$ cat src/rtl/avg_isense.sv
module avg_isense #(
  parameter int W   = 10,
  parameter int K_W = 8,
  parameter int K_F = 8
) (
  input  logic           clk,
  input  logic           rst_n,
  input  logic           period_start,
  input  logic           cmp_main,
  input  logic           cmp_zero,
  input  logic [K_W-1:0] loop_gain,
  output logic [W-1:0]   isense,
  output logic           isense_valid
);
  localparam int CW    = W + 1;
  localparam int ACC_W = W + K_F;
  localparam int SUM_W = ACC_W + K_W + 4;
  localparam logic [CW-1:0] FULL = CW'(1) << W;

  logic [1:0] main_sy, zero_sy, st_d;
  logic [CW-1:0] dp_cnt, ref_cnt, dp_lat, ref_lat;
  logic run, upd;
  logic [ACC_W-1:0] acc, nxt;

  wire main_s = main_sy[1];
  wire zero_s = zero_sy[1];
  wire st     = st_d[1];

  // two-flop synchronizers; strobe delayed equally to stay aligned
  always_ff @(posedge clk or negedge rst_n)
    if (!rst_n) begin
      main_sy <= '0;
      zero_sy <= '0;
      st_d    <= '0;
    end else begin
      main_sy <= {main_sy[0], cmp_main};
      zero_sy <= {zero_sy[0], cmp_zero};
      st_d    <= {st_d[0], period_start};
    end

  always_ff @(posedge clk or negedge rst_n)
    if (!rst_n) begin
      dp_cnt  <= '0;
      ref_cnt <= '0;
      dp_lat  <= '0;
      ref_lat <= '0;
      run     <= 1'b0;
      upd     <= 1'b0;
    end else begin
      upd <= st;
      if (st) begin
        dp_lat  <= dp_cnt;
        ref_lat <= ref_cnt;
        dp_cnt  <= CW'(main_s);
        ref_cnt <= CW'(zero_s);
        run     <= zero_s;
      end else begin
        if (main_s && dp_cnt != FULL) dp_cnt <= dp_cnt + 1'b1;
        if (run) begin
          if (!zero_s) run <= 1'b0;
          else if (ref_cnt != FULL) ref_cnt <= ref_cnt + 1'b1;
        end
      end
    end

  logic [2*CW-1:0] sq;
  logic [CW-1:0] dref;
  logic signed [CW+1:0] err;
  logic signed [SUM_W-1:0] err_x, k_x, sum;

  assign sq    = ref_lat * ref_lat;
  assign dref  = ref_lat - CW'(sq >> (W + 1));
  assign err   = $signed({1'b0, dp_lat}) - $signed({1'b0, dref});
  assign err_x = SUM_W'(err);
  assign k_x   = $signed({{(SUM_W-K_W){1'b0}}, loop_gain});
  assign sum   = $signed({{(SUM_W-ACC_W){1'b0}}, acc}) + err_x * k_x;

  always_comb
    if (sum < 0)
      nxt = '0;
    else if (sum > $signed({{(SUM_W-ACC_W){1'b0}}, {ACC_W{1'b1}}}))
      nxt = '1;
    else
      nxt = sum[ACC_W-1:0];

  always_ff @(posedge clk or negedge rst_n)
    if (!rst_n) begin
      acc          <= '0;
      isense_valid <= 1'b0;
    end else if (upd) begin
      acc          <= nxt;
      isense_valid <= (nxt[ACC_W-1:K_F] != acc[ACC_W-1:K_F]);
    end else begin
      isense_valid <= 1'b0;
    end

  assign isense = acc[ACC_W-1:K_F];

  assert_dp_cap_R1: assert property (@(posedge clk) disable iff (!rst_n)
    dp_cnt <= FULL);

  assert_ref_frozen_R2: assert property (@(posedge clk) disable iff (!rst_n)
    (!run && !st) |=> $stable(ref_cnt));

  assert_hold_between_R4: assert property (@(posedge clk) disable iff (!rst_n)
    !$past(upd) |-> $stable(isense));

  assert_no_wrap_up_R5: assert property (@(posedge clk) disable iff (!rst_n)
    ($past(upd) && $past(err) > 0) |-> acc >= $past(acc));

  assert_no_wrap_down_R5: assert property (@(posedge clk) disable iff (!rst_n)
    ($past(upd) && $past(err) < 0) |-> acc <= $past(acc));

  assert_valid_change_R6: assert property (@(posedge clk) disable iff (!rst_n)
    isense_valid |-> isense != $past(isense));
endmodule

$ cat config.mk
export PLATFORM = sky130hd
export DESIGN_NAME = avg_isense
export DESIGN_NICKNAME = d
export VERILOG_FILES = /design/src/rtl/avg_isense.sv
export SDC_FILE = /design/constraint.sdc
export NUM_CORES = 1
export LEC_CHECK = 0
export BUFFER_PORTS_ARGS = -buffer_cell sky130_fd_sc_hd__buf_4
export CAP_MARGIN = 10
export CELL_PAD_IN_SITES_DETAIL_PLACEMENT = 1
export CELL_PAD_IN_SITES_GLOBAL_PLACEMENT = 1
export CORE_MARGIN = 8
export CORE_UTILIZATION = 49
export CTS_BUF_LIST = sky130_fd_sc_hd__clkbuf_8
export DETAILED_ROUTE_END_ITERATION = 7
export PLACE_DENSITY = 0.84
export SLEW_MARGIN = 10
export SYNTH_ARGS = -nofsm -noshare
export SYNTH_HDL_FRONTEND = slang
export SYNTH_SLANG_ARGS = --single-unit
$ cat constraint.sdc
create_clock -name clk -period 22.6 [get_ports clk]
set_clock_uncertainty 0.05 [all_clocks]
set_input_delay 3.39 -clock clk [delete_from_list [all_inputs] [get_ports clk]]
set_output_delay 3.39 -clock clk [all_outputs]
set_load 0.01 [all_outputs]
; ---- After elaboration in Yosys (flattened, before gate mapping)
; Index checks and enable logic that the tools add are counted.
; Widths: inputs -> output; s select.
[word_totals]
output_inout_bits = 11
inputBits = 13
reg_bits = 71
[classes]
eq_ne = 3
n_mux = 12
n_lt_le_gt_ge = 2
mul = 2
reduce_logical = 6
add_sub_neg = 5
[ops]
columns = cell, n
row1 = $mux 11, 6
row2 = $mux 18, 2
row3 = $add 11x1->11 const B, 2
row4 = $add 19x21->22, 1
row5 = $gt 22x19->1 const B, 1
row6 = $lt 22x1->1 const B, 1
row7 = $mul 11x11->22, 1
row8 = $ne 11x11->1 const B, 2
row9 = $mul 12x9->21, 1
row10 = $sub 11x11->12, 1
row11 = $sub 11x11->11, 1
row12 = $ne 10x10->1, 1
row13 = $reduce_bool 2->1, 4
row14 = $mux 1, 4
row15 = $reduce_and 3->1, 1
row16 = $logic_and 1x1->1, 1

; ---- Logic depth before layout (Yosys ltp)
; Gate-level depths: netlist of the first run.
[depth]
word_depth = 10
depth_mapped = 59
mapped_depth_nobuf = 56

; ---- Least setup slack after synthesis of the first run
; No wires, ideal clock.
[synth_timing]
path_kind = reg2reg
start = reg ref_lat[5]
end = reg isense_valid
slack_ns = 10.002
arrival_time_ns = 12.424
path_stages_with_launch = 55
n_path_buf = 3
setup_ns = 0.124
path_cell_list = dfrtp_1 > clkbuf_1 > nand2_1 > fa_1 > inv_1 > fa_1 > inv_1 > fa_1 > inv_1 > fa_1 > inv_1 > fa_1 > inv_1 > ha_1 > a21oi_1 > o21ai_0 > a21oi_1 > xnor2_1 > [19 not listed] > fa_1 > fa_1 > inv_1 > fa_1 > inv_1 > fa_1 > inv_1 > ha_1 > a21oi_1 > a21boi_0 > or2_2 > nand2b_1 > a41oi_1 > xnor2_1 > clkbuf_1 > and3_1 > a31oi_1 > o31a_1
[synth_between]
elab_chain_len = 10
elab_cells_between_ends = 11
classes_between = add/sub (3) / mul (2) / order compare (2) / eq/ne (1) / mux (3)
[synth_lines]
columns = element, line_no
row1 = "start, declared", 21  ; logic [CW-1:0] dp_cnt, ref_cnt, dp_lat, ref_lat;
row2 = "start signal, assigned", 53  ; ref_lat <= ref_cnt;
row3 = $mul 11x11->22, 71  ; assign sq = ref_lat * ref_lat;
row4 = $sub 11x11->11 (*), 72  ; assign dref = ref_lat - CW'(sq >> (W + 1));
row5 = $sub 11x11->12 (*), 73  ; assign err = $signed({1'b0, dp_lat}) - $signed({1'b0, dref});
row6 = $mul 12x9->21 (*), 76  ; assign sum = $signed({{(SUM_W-ACC_W){1'b0}}, acc}) + err_x * k_x;
row7 = $add 19x21->22 (*), 76
row8 = $gt 22x19->1, 81  ; else if (sum > $signed({{(SUM_W-ACC_W){1'b0}}, {ACC_W{1'b1}}}))
row9 = $mux 18, 81
row10 = $mux 18 (*), 79  ; if (sum < 0)
row11 = $ne 10x10->1 (*), 92  ; isense_valid <= (nxt[ACC_W-1:K_F] != acc[ACC_W-1:K_F]);
row12 = $mux 1 (*), 90  ; end else if (upd) begin
row13 = "end signal, assigned", 92
row14 = "end, declared", 13  ; output logic isense_valid
; Mark *: on every way between the ends. The rest lies on a longest branch, timed or not.
; A chain may end at the register's enable or synchronous reset.

; ---- Worst setup path in the final report of the first run
[layout_timing]
start = reg ref_lat[6]
end = reg isense_valid
; The elaborated chain is that of the path after synthesis.

==> results.txt, run 1 <==
----------------------------------------------------
[Worst setup path]
  Sort of element at the end of the critical path ... register
  Longest individual stage delay on the worst path ... 0.67 ns
  Family of cells with the greatest summed delay on the critical path ... adder cells
  Startpoint types ... register
  Arrival time of data at the critical path endpoint ... 14.18 ns
  Top fanout value on the critical path ... 22
  Slowest cell on the critical path ... sky130_fd_sc_hd__fa_1
  Buffers plus inverters on the worst setup path ... 10
  Kind of critical path ... register to register
  Data required time at the worst endpoint ... 22.82 ns

[STA]
  Max-slew headroom at the worst pin ... 26.5%
  Time the worst path needs with I/O delays and setup ... 13.97 ns
  Transition at the pin with the smallest max-transition slack ... 1.10 ns
  Post-Route Setup TNS ... 0 ns
  Final count of hold timing violations ... 0
  RSZ-0062 raised after global routing ... false
  Share of the clock period used by the worst path after layout ... 61.8%
  Count of final setup violators ... 0
  Maximum achievable frequency ... 0.0716 GHz
  Number of max-slew violations in the final report ... 0

[Global routing]
  Via count of the first global-routing pass ... 9556
  Pin count of the biggest net entering global routing ... 72
  Most crowded layer after global routing ... met2
  GRT met2 Usage ... 35.4%
  Final global-route overflow total ... 0
  Overall global routing resource usage ... 20.0%
  Met1 global-route usage ... 25.4%
  Routing usage on met3 ... 3.27%
  First-pass GRT wire length ... 46.4 mm
  Initial antenna violation count ... 0

[Die]
  Initial cell density of the core ... 50.0%
  Horizontal die dimension ... 168 um
  Num ports ... 24
  Standard cell core area ... 22600 um^2
  Die H ... 168 um
  Rows ... 55
  Full die area ... 28200 um^2

[CTS]
  TritonCTS Buffers ... 9
  Post-CTS Setup Bufs ... 0
  Clock Tree Root ... sky130_fd_sc_hd__clkbuf_8
  Worst-skew pair later-pin latency ... 0.38 ns
  Number of gates resized after CTS ... 0
  CTS H-tree lvls ... 3
  Sink Count ... 71
  CTS tree ... yes
  Number of buffers on the longest clock path ... 2
  Hold buffer count at cts ... 0
  Clock-pin slew on the worst setup and hold paths ... 0.10 ns

[Synth]
  Number of warnings printed during yosys synthesis ... 0
  Combined area of all synthesized cells ... 11300 um^2
  EDFF count, synth ... 0
  Netlist cell types ... 75
  Proportion of synthesized flip-flops having asynchronous set or reset ... 100%
  Fraction of the yosys area taken by sequential cells ... 15.7%
  Count of mapped cells out of synthesis ... 1236
  Post-synthesis net count ... 1537
  Number of register bits inferred by synthesis ... 71
  Mean cell area of the mapped netlist ... 9.16 um^2
  Commonest register cell after synthesis ... sky130_fd_sc_hd__dfrtp_1

[Drt]
  First-pass iteration count of the detailed router ... 5
  Drt drc ... 0
  Total wirelength of the detailed-routed design ... 27.2 mm
  Routed via count ... 8401
  Antenna-violating nets left ... 0
  Vias per Instance ... 5.53
  1st-iter DRT viols ... 405
  DR WL/cell ... 17.9 um

[Finish]
  Area added between synthesis and finish ... 4.78%
  # nets final ... 1530
  Fillers ... 2633
  Area of all placed cells without fillers ... 11900 um^2
  Diodes inserted ... 0
  Fraction of layout instances using a drive strength above 1 ... 6.16%

[Outcome]
  Outcome ... finished clean

[Run]
  Max cap viols ... 0

[Placed design]
  Number of input and output port buffers inserted ... 23
  Total placed instance area ... 11700 um^2
  HPWL after DPL ... 22.3 mm
  Final estimated routing congestion in global placement ... 0.858

[Hold path]
  Type of the tightest min-delay check ... register to register

----------------------------------------------------
==> path summary, 6_finish.rpt <==
path	to	start	slack (ns)	cells past startpoint
max in group asynchronous	st_d[1]	rst_n	18.74	1
min in group asynchronous	ref_cnt[2]	rst_n	3.11	1
worst min-delay path	main_sy[1]	main_sy[0]	0.31	0
worst max register to register	isense_valid	ref_lat[6]	8.63	53
worst min register to register	main_sy[1]	main_sy[0]	0.31	0
worst max-delay path	isense_valid	ref_lat[6]	8.63	53
==> worst register-to-register path: cells and delay by family (launching register included) <==
family	cells	cell delay [ns]
fa+ha+maj	14	6.33
simple gates	9	1.76
xor+xnor	3	0.70
compound gates	17	3.46
flops	1	0.59
buf+inv	10	0.96
==> cells in the mapped netlist (all sizes together) (5+ instances only) <==
master | instances | share of area, %
inv | 251 | 8.3
fa | 156 | 28
ha | 132 | 15
nand2 | 102 | 3.4
and2 | 77 | 4.3
dfrtp | 71 | 16
nor2 | 51 | 1.7
a21oi | 47 | 2.1
xnor2 | 46 | 3.6
o21ai | 42 | 1.9
clkbuf | 31 | 1.0
a21o | 22 | 1.5
xor2 | 22 | 1.7
mux2 | 19 | 1.9
nor2b | 13 | 0.72
nor3 | 13 | 0.57
buf | 12 | 0.75
nand3 | 11 | 0.49
o21bai | 11 | 0.73
and3 | 10 | 0.60
or3 | 8 | 0.44
a31oi | 6 | 0.33
nand2b | 6 | 0.33
nand4 | 5 | 0.28
o22ai | 5 | 0.33
==> cell type report <==
class	count	area, um^2	area share, %
Clock buffer	9	124	1.04
Clock inverter	7	66.3	0.559
Inverter	251	942	7.94
Multi-Input combinational cell	871	8410	70.9
Sequential cell	71	1780	15.0
Tap cell	285	357	3.01
Timing Repair Buffer	25	188	1.58
==> flip-flops by register name, indices dropped and copies added (netlist names) <==
register / cells
acc: 18
st_d: 2
zero_sy: 2
run: 1
upd: 1
main_sy: 2
dp_cnt: 11
ref_cnt: 11
ref_lat: 11
dp_lat: 11
isense_valid: 1
==> cells by family after synthesis <==
family          count (synthesis)  share of synthesized area [%]
flops                          71                           15.7
fa+ha+maj                     288                           42.2
mux                            22                           2.15
xor+xnor                       68                           5.26
buf+inv                       294                           10.1
compound gates                184                           11.0
simple gates                  309                           13.6
==> stage by stage <==
stage	instances	setup WS, ns	hold slack (ns)	util [%]
2_1_floorplan	1236	10.00	0.281	-
3_3_place_gp	1503	9.36	0.285	51.6
3_5_place_dp	1503	8.72	0.291	51.6
4_1_cts	1519	8.62	0.313	52.4
5_1_grt	1519	7.82	0.322	52.4
6_report	1519	8.63	0.311	52.4
==> placed cells by master, fill, tap and decap left out, types with 3 or more instances in the layout <==
cell type                   synthesis  routed
sky130_fd_sc_hd__a41oi_1            4       4
sky130_fd_sc_hd__o21ai_1            7       7
sky130_fd_sc_hd__or3_1              8       8
sky130_fd_sc_hd__o21a_1             4       4
sky130_fd_sc_hd__o21ai_0           34      34
sky130_fd_sc_hd__a21o_1            21      21
sky130_fd_sc_hd__nand2_1          102     102
sky130_fd_sc_hd__clkbuf_8           0       9
sky130_fd_sc_hd__fa_1             156     156
sky130_fd_sc_hd__a31oi_1            6       6
sky130_fd_sc_hd__xor2_1            22      22
sky130_fd_sc_hd__mux2_2            19      19
sky130_fd_sc_hd__mux2i_1            3       3
sky130_fd_sc_hd__nor4_1             4       4
sky130_fd_sc_hd__o2bb2ai_1          3       3
sky130_fd_sc_hd__nand2b_1           6       6
sky130_fd_sc_hd__nor3_1            13      13
sky130_fd_sc_hd__dfrtp_1           71      70
sky130_fd_sc_hd__nor2_1            50      50
sky130_fd_sc_hd__inv_6              0       4
sky130_fd_sc_hd__xnor2_1           46      45
sky130_fd_sc_hd__o22ai_1            4       4
sky130_fd_sc_hd__o21bai_1          11      11
sky130_fd_sc_hd__and2_1            77      77
sky130_fd_sc_hd__nor2b_1           13      13
sky130_fd_sc_hd__ha_1             132     132
sky130_fd_sc_hd__and3_1             9       9
sky130_fd_sc_hd__nand4_1            5       5
sky130_fd_sc_hd__a21oi_1           45      45
sky130_fd_sc_hd__a211o_1            3       3
sky130_fd_sc_hd__o211ai_1           3       3
sky130_fd_sc_hd__nand3_1           11      11
sky130_fd_sc_hd__buf_4             10      25
sky130_fd_sc_hd__inv_1            250     250
==> per-layer routing <==
| metal | part of all wire, % | vias up |
|---|---|---|
| li1 | - | 3909 |
| met1 | 45 | 4336 |
| met4 | 1.3 | 0 |
| met3 | 3.3 | 35 |
| met5 | 0 | - |
| met2 | 51 | 121 |
Power of run 1 is not shown: default switching activity piles up to over one toggle a cycle in this logic, so the estimate is an artifact.
==> inputs of run 2 (changes only) <==
--- a/config.mk
+++ b/config.mk
@@ -5,15 +5,16 @@
 export SDC_FILE = /design/constraint.sdc
 export NUM_CORES = 1
 export LEC_CHECK = 0
+export ABC_AREA = 1
 export BUFFER_PORTS_ARGS = -buffer_cell sky130_fd_sc_hd__buf_4
 export CAP_MARGIN = 10
 export CELL_PAD_IN_SITES_DETAIL_PLACEMENT = 1
 export CELL_PAD_IN_SITES_GLOBAL_PLACEMENT = 1
 export CORE_MARGIN = 8
-export CORE_UTILIZATION = 49
+export CORE_UTILIZATION = 45
 export CTS_BUF_LIST = sky130_fd_sc_hd__clkbuf_8
 export DETAILED_ROUTE_END_ITERATION = 7
-export PLACE_DENSITY = 0.84
+export PLACE_DENSITY = 0.83
 export SLEW_MARGIN = 10
 export SYNTH_ARGS = -nofsm -noshare
 export SYNTH_HDL_FRONTEND = slang
==> constraint.sdc (replaced) <==
create_clock -name clk -period 12.08 [get_ports clk]
set_clock_uncertainty 0.05 [all_clocks]
set_input_delay 1.812 -clock clk [delete_from_list [all_inputs] [get_ports clk]]
set_output_delay 1.812 -clock clk [all_outputs]
set_load 0.01 [all_outputs]
==> run 2 against run 1 <==
Compared with the run above: the run now ends with negative setup slack left; hold slack got worse by 0.0027 ns; critical path depth increased by 5; die area increased by 11%; utilization increased by 0.13 points; critical endpoint unchanged; highest routed layer unchanged.
==> results.txt, run 2 <==
----------------------------------------------------
[Synth]
  Area contributors post-synth ... sky130_fd_sc_hd__fa_1, sky130_fd_sc_hd__dfrtp_1, sky130_fd_sc_hd__ha_1
  Most instantiated cells after synthesis ... sky130_fd_sc_hd__inv_1, sky130_fd_sc_hd__nand2_1, sky130_fd_sc_hd__fa_1
  Fraction of the yosys area taken by sequential cells ... 15.2%
  Number of register bits inferred by synthesis ... 71
  Combined area of all synthesized cells ... 11700 um^2
  Cell taking the most area after synthesis ... sky130_fd_sc_hd__fa_1
  Post-synthesis net count ... 1799
  Most used standard cell by instance count after synthesis ... sky130_fd_sc_hd__inv_1
  EDFF count, synth ... 0
  Synth top area share ... 26.7%
  Count of mapped cells out of synthesis ... 1498
  Netlist cell types ... 46
  Number of warnings printed during yosys synthesis ... 0
  Mean cell area of the mapped netlist ... 7.82 um^2
  Proportion of synthesized flip-flops having asynchronous set or reset ... 100%
  Commonest register cell after synthesis ... sky130_fd_sc_hd__dfrtp_1

[Hold path]
  Hold wc startpoint ... main_sy[0]
  Hold-critical path depth ... 0
  Type of the tightest min-delay check ... register to register

[Worst setup path]
  Data required time at the worst endpoint ... 12.31 ns
  Sort of element at the end of the critical path ... register
  Timing startpoint of the critical path ... ref_lat[4]
  Startpoint types ... register
  Kind of critical path ... register to register
  Count of cells along the worst register-to-register path ... 58
  Longest individual stage delay on the worst path ... 0.63 ns
  Arrival time of data at the critical path endpoint ... 12.72 ns
  Source of the worst register-to-register timing path ... ref_lat[4]
  Top fanout value on the critical path ... 6
  Most Frequent Cell on Critical Path ... sky130_fd_sc_hd__nand2_1
  Slowest cell on the critical path ... sky130_fd_sc_hd__fa_1

[CTS]
  Clock Tree Root ... sky130_fd_sc_hd__clkbuf_8
  CTS H-tree lvls ... 3
  Hold buffer count at cts ... 0
  Sink Count ... 71
  Number of buffers on the longest clock path ... 2
  Clock-pin slew on the worst setup and hold paths ... 0.11 ns
  CTS tree ... yes
  TritonCTS Buffers ... 9
  Worst-skew pair later-pin latency ... 0.41 ns

[STA]
  Number of max-slew violations in the final report ... 0
  Transition at the pin with the smallest max-transition slack ... 1.06 ns
  Max-slew headroom at the worst pin ... 29.0%
  RSZ-0062 raised after global routing ... true
  Count of final setup violators ... 13
  Time the worst path needs with I/O delays and setup ... 12.49 ns
  Min setup slack post-route ... -0.409 ns
  Final count of hold timing violations ... 0
  Share of the clock period used by the worst path after layout ... 103%
  Maximum achievable frequency ... 0.0801 GHz
  Post-Route Setup TNS ... -2.08 ns
  Worst hold slack ... 0.309 ns

[Run]
  Max cap viols ... 0

[Die]
  Num ports ... 24
  Initial cell density of the core ... 45.3%
  Full die area ... 31500 um^2
  Die H ... 177 um
  Horizontal die dimension ... 177 um
  Rows ... 59
  Standard cell core area ... 25800 um^2

[Drt]
  DR WL/cell ... 22.0 um
  Total wirelength of the detailed-routed design ... 41.6 mm
  Drt drc ... 0
  1st-iter DRT viols ... 830
  Antenna-violating nets left ... 0
  Vias per Instance ... 5.63
  First-pass iteration count of the detailed router ... 5
  Routed via count ... 10600

[Global routing]
  Overall global routing resource usage ... 21.6%
  Most crowded layer after global routing ... met2
  Initial antenna violation count ... 1
  Met1 global-route usage ... 26.6%
  Routing usage on met3 ... 3.09%
  Pin count of the biggest net entering global routing ... 72
  Via count of the first global-routing pass ... 10900
  GRT met2 Usage ... 38.5%
  First-pass GRT wire length ... 54.4 mm
  Final global-route overflow total ... 0

[Finish]
  Area added between synthesis and finish ... 15.8%
  # nets final ... 1852
  Commonest cells after routing, fill and taps aside ... sky130_fd_sc_hd__inv_1, sky130_fd_sc_hd__nand2_1, sky130_fd_sc_hd__fa_1, sky130_fd_sc_hd__ha_1, sky130_fd_sc_hd__nor2_1
  Fraction of layout instances using a drive strength above 1 ... 18.9%
  Most common cell after layout, fill and taps aside ... sky130_fd_sc_hd__inv_1
  Fillers ... 3131
  Largest register FFs ... 18
  Largest Register ... acc
  Final core utilization ... 52.5%

[Placed design]
  HPWL after DPL ... 26.8 mm
  Number of input and output port buffers inserted ... 23
  Final estimated routing congestion in global placement ... 0.890

[Outcome]
  Violated checks ... negative setup slack
  Outcome ... finished, violations left

----------------------------------------------------
## run 2: cell families after synthesis
group	count (synthesis)	synth area share, %
AO/OA/AOI/OAI	153	7.11
buffers and inverters	401	13.5
AND/OR/NAND/NOR	542	20.3
flip-flops	71	15.2
adder cells (fa/ha/maj)	288	40.8
XOR/XNOR	43	3.21
## run 2: worst max-delay path, delay by kind of cell (launching register included)
| kind | cells | cell delay, ns |
|---|---|---|
| buffers and inverters | 9 | 0.88 |
| DFF | 1 | 0.47 |
| xor gates and xnor gates | 2 | 0.33 |
| and+or+nand+nor | 27 | 3.09 |
| AOI/OAI and AO/OA | 6 | 1.12 |
| adders and majority gates | 14 | 6.44 |
## run 2: metal layers
layer,vias up,part of all wire [%]
li1,4633,-
met1,5341,37
met2,471,51
met3,202,5.7
met4,0,6.0
met5,-,0
## run 2: layout make-up
class                           count  area, um^2  area share (%)
Antenna cell                        1        2.50          0.0184
Clock buffer                        9         124           0.913
Clock inverter                      7        83.8           0.618
Inverter                          358        1350            9.96
Multi-Input combinational cell   1030        9170            67.6
Sequential cell                    71        1790            13.2
Tap cell                          335         419            3.09
Timing Repair Buffer               80         627            4.62
Timing Repair inverter              1        7.51          0.0553
## run 2: worst paths after layout
check / endpoint / slack [ns]
setup / recovery: isense_valid / -0.41
hold / removal: main_sy[1] / 0.31
setup reg to reg: isense_valid / -0.41
hold reg to reg: main_sy[1] / 0.31
max in group asynchronous: ref_lat[8] / 9.77
min in group asynchronous: acc[8] / 1.47
## run 2: timing repair
action | 4_1_cts | 5_1_grt
setup buffers | 1 | 29
setup endpoints to repair | 19 | 19
pin swaps | 3 | 86
cloned | 4 | 1
gates resized for setup | 34 | 179
## run 2: metrics by stage
stage	instance area [um^2]	std cells	worst slack, ns
3_5_place_dp	12300	1841	-0.499
5_1_grt	13600	1892	-0.791
6_report	13600	1892	-0.409
4_1_cts	12700	1862	0.00110
3_3_place_gp	12300	1841	0.106
2_1_floorplan	11700	1498	0.473
Power of run 2 is left out for the same reason.
==> inputs of run 3 (changes only) <==
--- a/config.mk
+++ b/config.mk
@@ -14,6 +14,7 @@
 export CORE_UTILIZATION = 45
 export CTS_BUF_LIST = sky130_fd_sc_hd__clkbuf_8
 export DETAILED_ROUTE_END_ITERATION = 7
+export MAX_ROUTING_LAYER = met4
 export PLACE_DENSITY = 0.83
 export SLEW_MARGIN = 10
 export SYNTH_ARGS = -nofsm -noshare
==> run 3 against run 2 <==
Compared with the run above: the flow still finishes with violations (negative setup slack); clock-buffer cell count unchanged; die area unchanged; via count increased by 0.68%; critical path type unchanged; highest routed layer unchanged.
==> results.txt, run 3 (synthesis gave the netlist of run 2 again) <==
----------------------------------------------------
[Global routing]
  Overall global routing resource usage ... 22.3%
  Final global-route overflow total ... 0
  Initial antenna violation count ... 1
  First-pass GRT wire length ... 54.4 mm
  Pin count of the biggest net entering global routing ... 72
  Via count of the first global-routing pass ... 10800

[Drt]
  Routed via count ... 10700
  Drt drc ... 0
  DR WL/cell ... 22.1 um
  First-pass iteration count of the detailed router ... 5
  Antenna-violating nets left ... 0
  Total wirelength of the detailed-routed design ... 41.9 mm
  Vias per Instance ... 5.66
  1st-iter DRT viols ... 859

[Worst setup path]
  Sort of element at the end of the critical path ... register
  Timing startpoint of the critical path ... ref_lat[3]
  Count of cells along the worst register-to-register path ... 60
  Slowest cell on the critical path ... sky130_fd_sc_hd__fa_1
  Top fanout value on the critical path ... 7
  CP endpoint ... isense_valid
  Data required time at the worst endpoint ... 12.31 ns
  Most Frequent Cell on Critical Path ... sky130_fd_sc_hd__nand2_1
  Arrival time of data at the critical path endpoint ... 12.72 ns
  Kind of critical path ... register to register
  Source of the worst register-to-register timing path ... ref_lat[3]
  Capturing point of the worst reg2reg path ... isense_valid
  Worst R2R Setup Slack ... -0.41 ns
  Longest individual stage delay on the worst path ... 0.61 ns
  Startpoint types ... register

[Finish]
  Area added between synthesis and finish ... 15.9%
  # nets final ... 1853
  Largest Register ... acc
  Fraction of layout instances using a drive strength above 1 ... 19.0%
  Most common cell after layout, fill and taps aside ... sky130_fd_sc_hd__inv_1
  Commonest cells after routing, fill and taps aside ... sky130_fd_sc_hd__inv_1, sky130_fd_sc_hd__nand2_1, sky130_fd_sc_hd__fa_1, sky130_fd_sc_hd__ha_1, sky130_fd_sc_hd__nor2_1
  Fillers ... 3114
  Largest register FFs ... 18

[CTS]
  Sink Count ... 71
  Hold buffer count at cts ... 0
  Number of buffers on the longest clock path ... 2
  Clock-pin slew on the worst setup and hold paths ... 0.11 ns
  Clock Tree Root ... sky130_fd_sc_hd__clkbuf_8
  CTS tree ... yes
  TritonCTS Buffers ... 9
  Worst-skew pair later-pin latency ... 0.41 ns
  CTS H-tree lvls ... 3

[STA]
  Max-slew headroom at the worst pin ... 30.3%
  Maximum achievable frequency ... 0.0801 GHz
  RSZ-0062 raised after global routing ... true
  Min setup slack post-route ... -0.406 ns
  Time the worst path needs with I/O delays and setup ... 12.49 ns
  Worst hold slack ... 0.308 ns
  Number of max-slew violations in the final report ... 0
  Final count of hold timing violations ... 0
  Transition at the pin with the smallest max-transition slack ... 1.04 ns
  Share of the clock period used by the worst path after layout ... 103%
  Count of final setup violators ... 12

[Die]
  Full die area ... 31500 um^2
  Initial cell density of the core ... 45.3%
  Horizontal die dimension ... 177 um
  Num ports ... 24
  Rows ... 59
  Die H ... 177 um
  Standard cell core area ... 25800 um^2

[Placed design]
  Number of input and output port buffers inserted ... 23
  Final estimated routing congestion in global placement ... 0.904
  HPWL after DPL ... 26.8 mm

[Outcome]
  Outcome ... finished, violations left
  Violated checks ... negative setup slack

[Run]
  Max cap viols ... 0

[Hold path]
  Type of the tightest min-delay check ... register to register

----------------------------------------------------
==> run 3: how the worst min path moves through the flow <==
stage | cells past startpoint | slack, ns | start | endpoint
after detailed placement | 0 | 0.29 | main_sy[0] | main_sy[1]
after global placement | 0 | 0.28 | zero_sy[0] | zero_sy[1]
after floorplan | 0 | 0.28 | main_sy[0] | main_sy[1]
final | 0 | 0.31 | main_sy[0] | main_sy[1]
after CTS | 0 | 0.31 | main_sy[0] | main_sy[1]
after global routing | 0 | 0.31 | zero_sy[0] | zero_sy[1]
==> run 3: cell type report <==
class	count	area, um^2	share of cell area [%]
diodes	1	2.50	0.0184
clock buffers	9	124	0.912
clock inverters	7	83.8	0.617
inverters	358	1350	9.95
multi-input cells	1030	9170	67.5
flip-flops and latches	71	1790	13.2
well taps	335	419	3.09
repair buffers	81	634	4.67
repair inverters	1	7.51	0.0553
==> run 3: routing by layer <==
| layer | vias up | wire length, um | global-route usage (%) |
|---|---|---|---|
| met5 | - | 0 | - |
| met1 | 5389 | 15700 | 26.7 |
| met3 | 218 | 2310 | 3.06 |
| li1 | 4635 | - | - |
| met4 | 0 | 2680 | 6.88 |
| met2 | 477 | 21200 | 38.4 |
==> run 3: what timing repair did <==
item / CTS / global route
setup buffers: 1 / 30
endpoints found under the hold margin: 0 / 0
gates resized for setup: 34 / 180
cloned: 4 / 1
pin swaps: 3 / 86
setup endpoints to repair: 19 / 19
==> run 3: worst max-delay path: cells and delay by family, from the launching register on <==
| kind | cells | cell delay [ns] |
|---|---|---|
| xor gates and xnor gates | 2 | 0.34 |
| buffers and inverters | 9 | 1.01 |
| adders and majority gates | 15 | 6.48 |
| and+or+nand+nor | 25 | 2.63 |
| AOI/OAI and AO/OA | 9 | 1.35 |
| DFF | 1 | 0.47 |
==> run 3: per-stage QoR <==
step | TNS [ns] | utilization [%] | cell area [um^2] | instances | setup WS, ns
floorplan | 0 | - | 11700 | 1498 | 0.473
global placement | 0 | 47.5 | 12300 | 1841 | 0.106
detailed placement | -4.89 | 47.5 | 12300 | 1841 | -0.499
CTS | 0 | 49.0 | 12700 | 1862 | 0.00110
global route | -10.48 | 52.6 | 13600 | 1893 | -0.883
finish | -2.54 | 52.6 | 13600 | 1893 | -0.406
Power of run 3 is left out for the same reason.
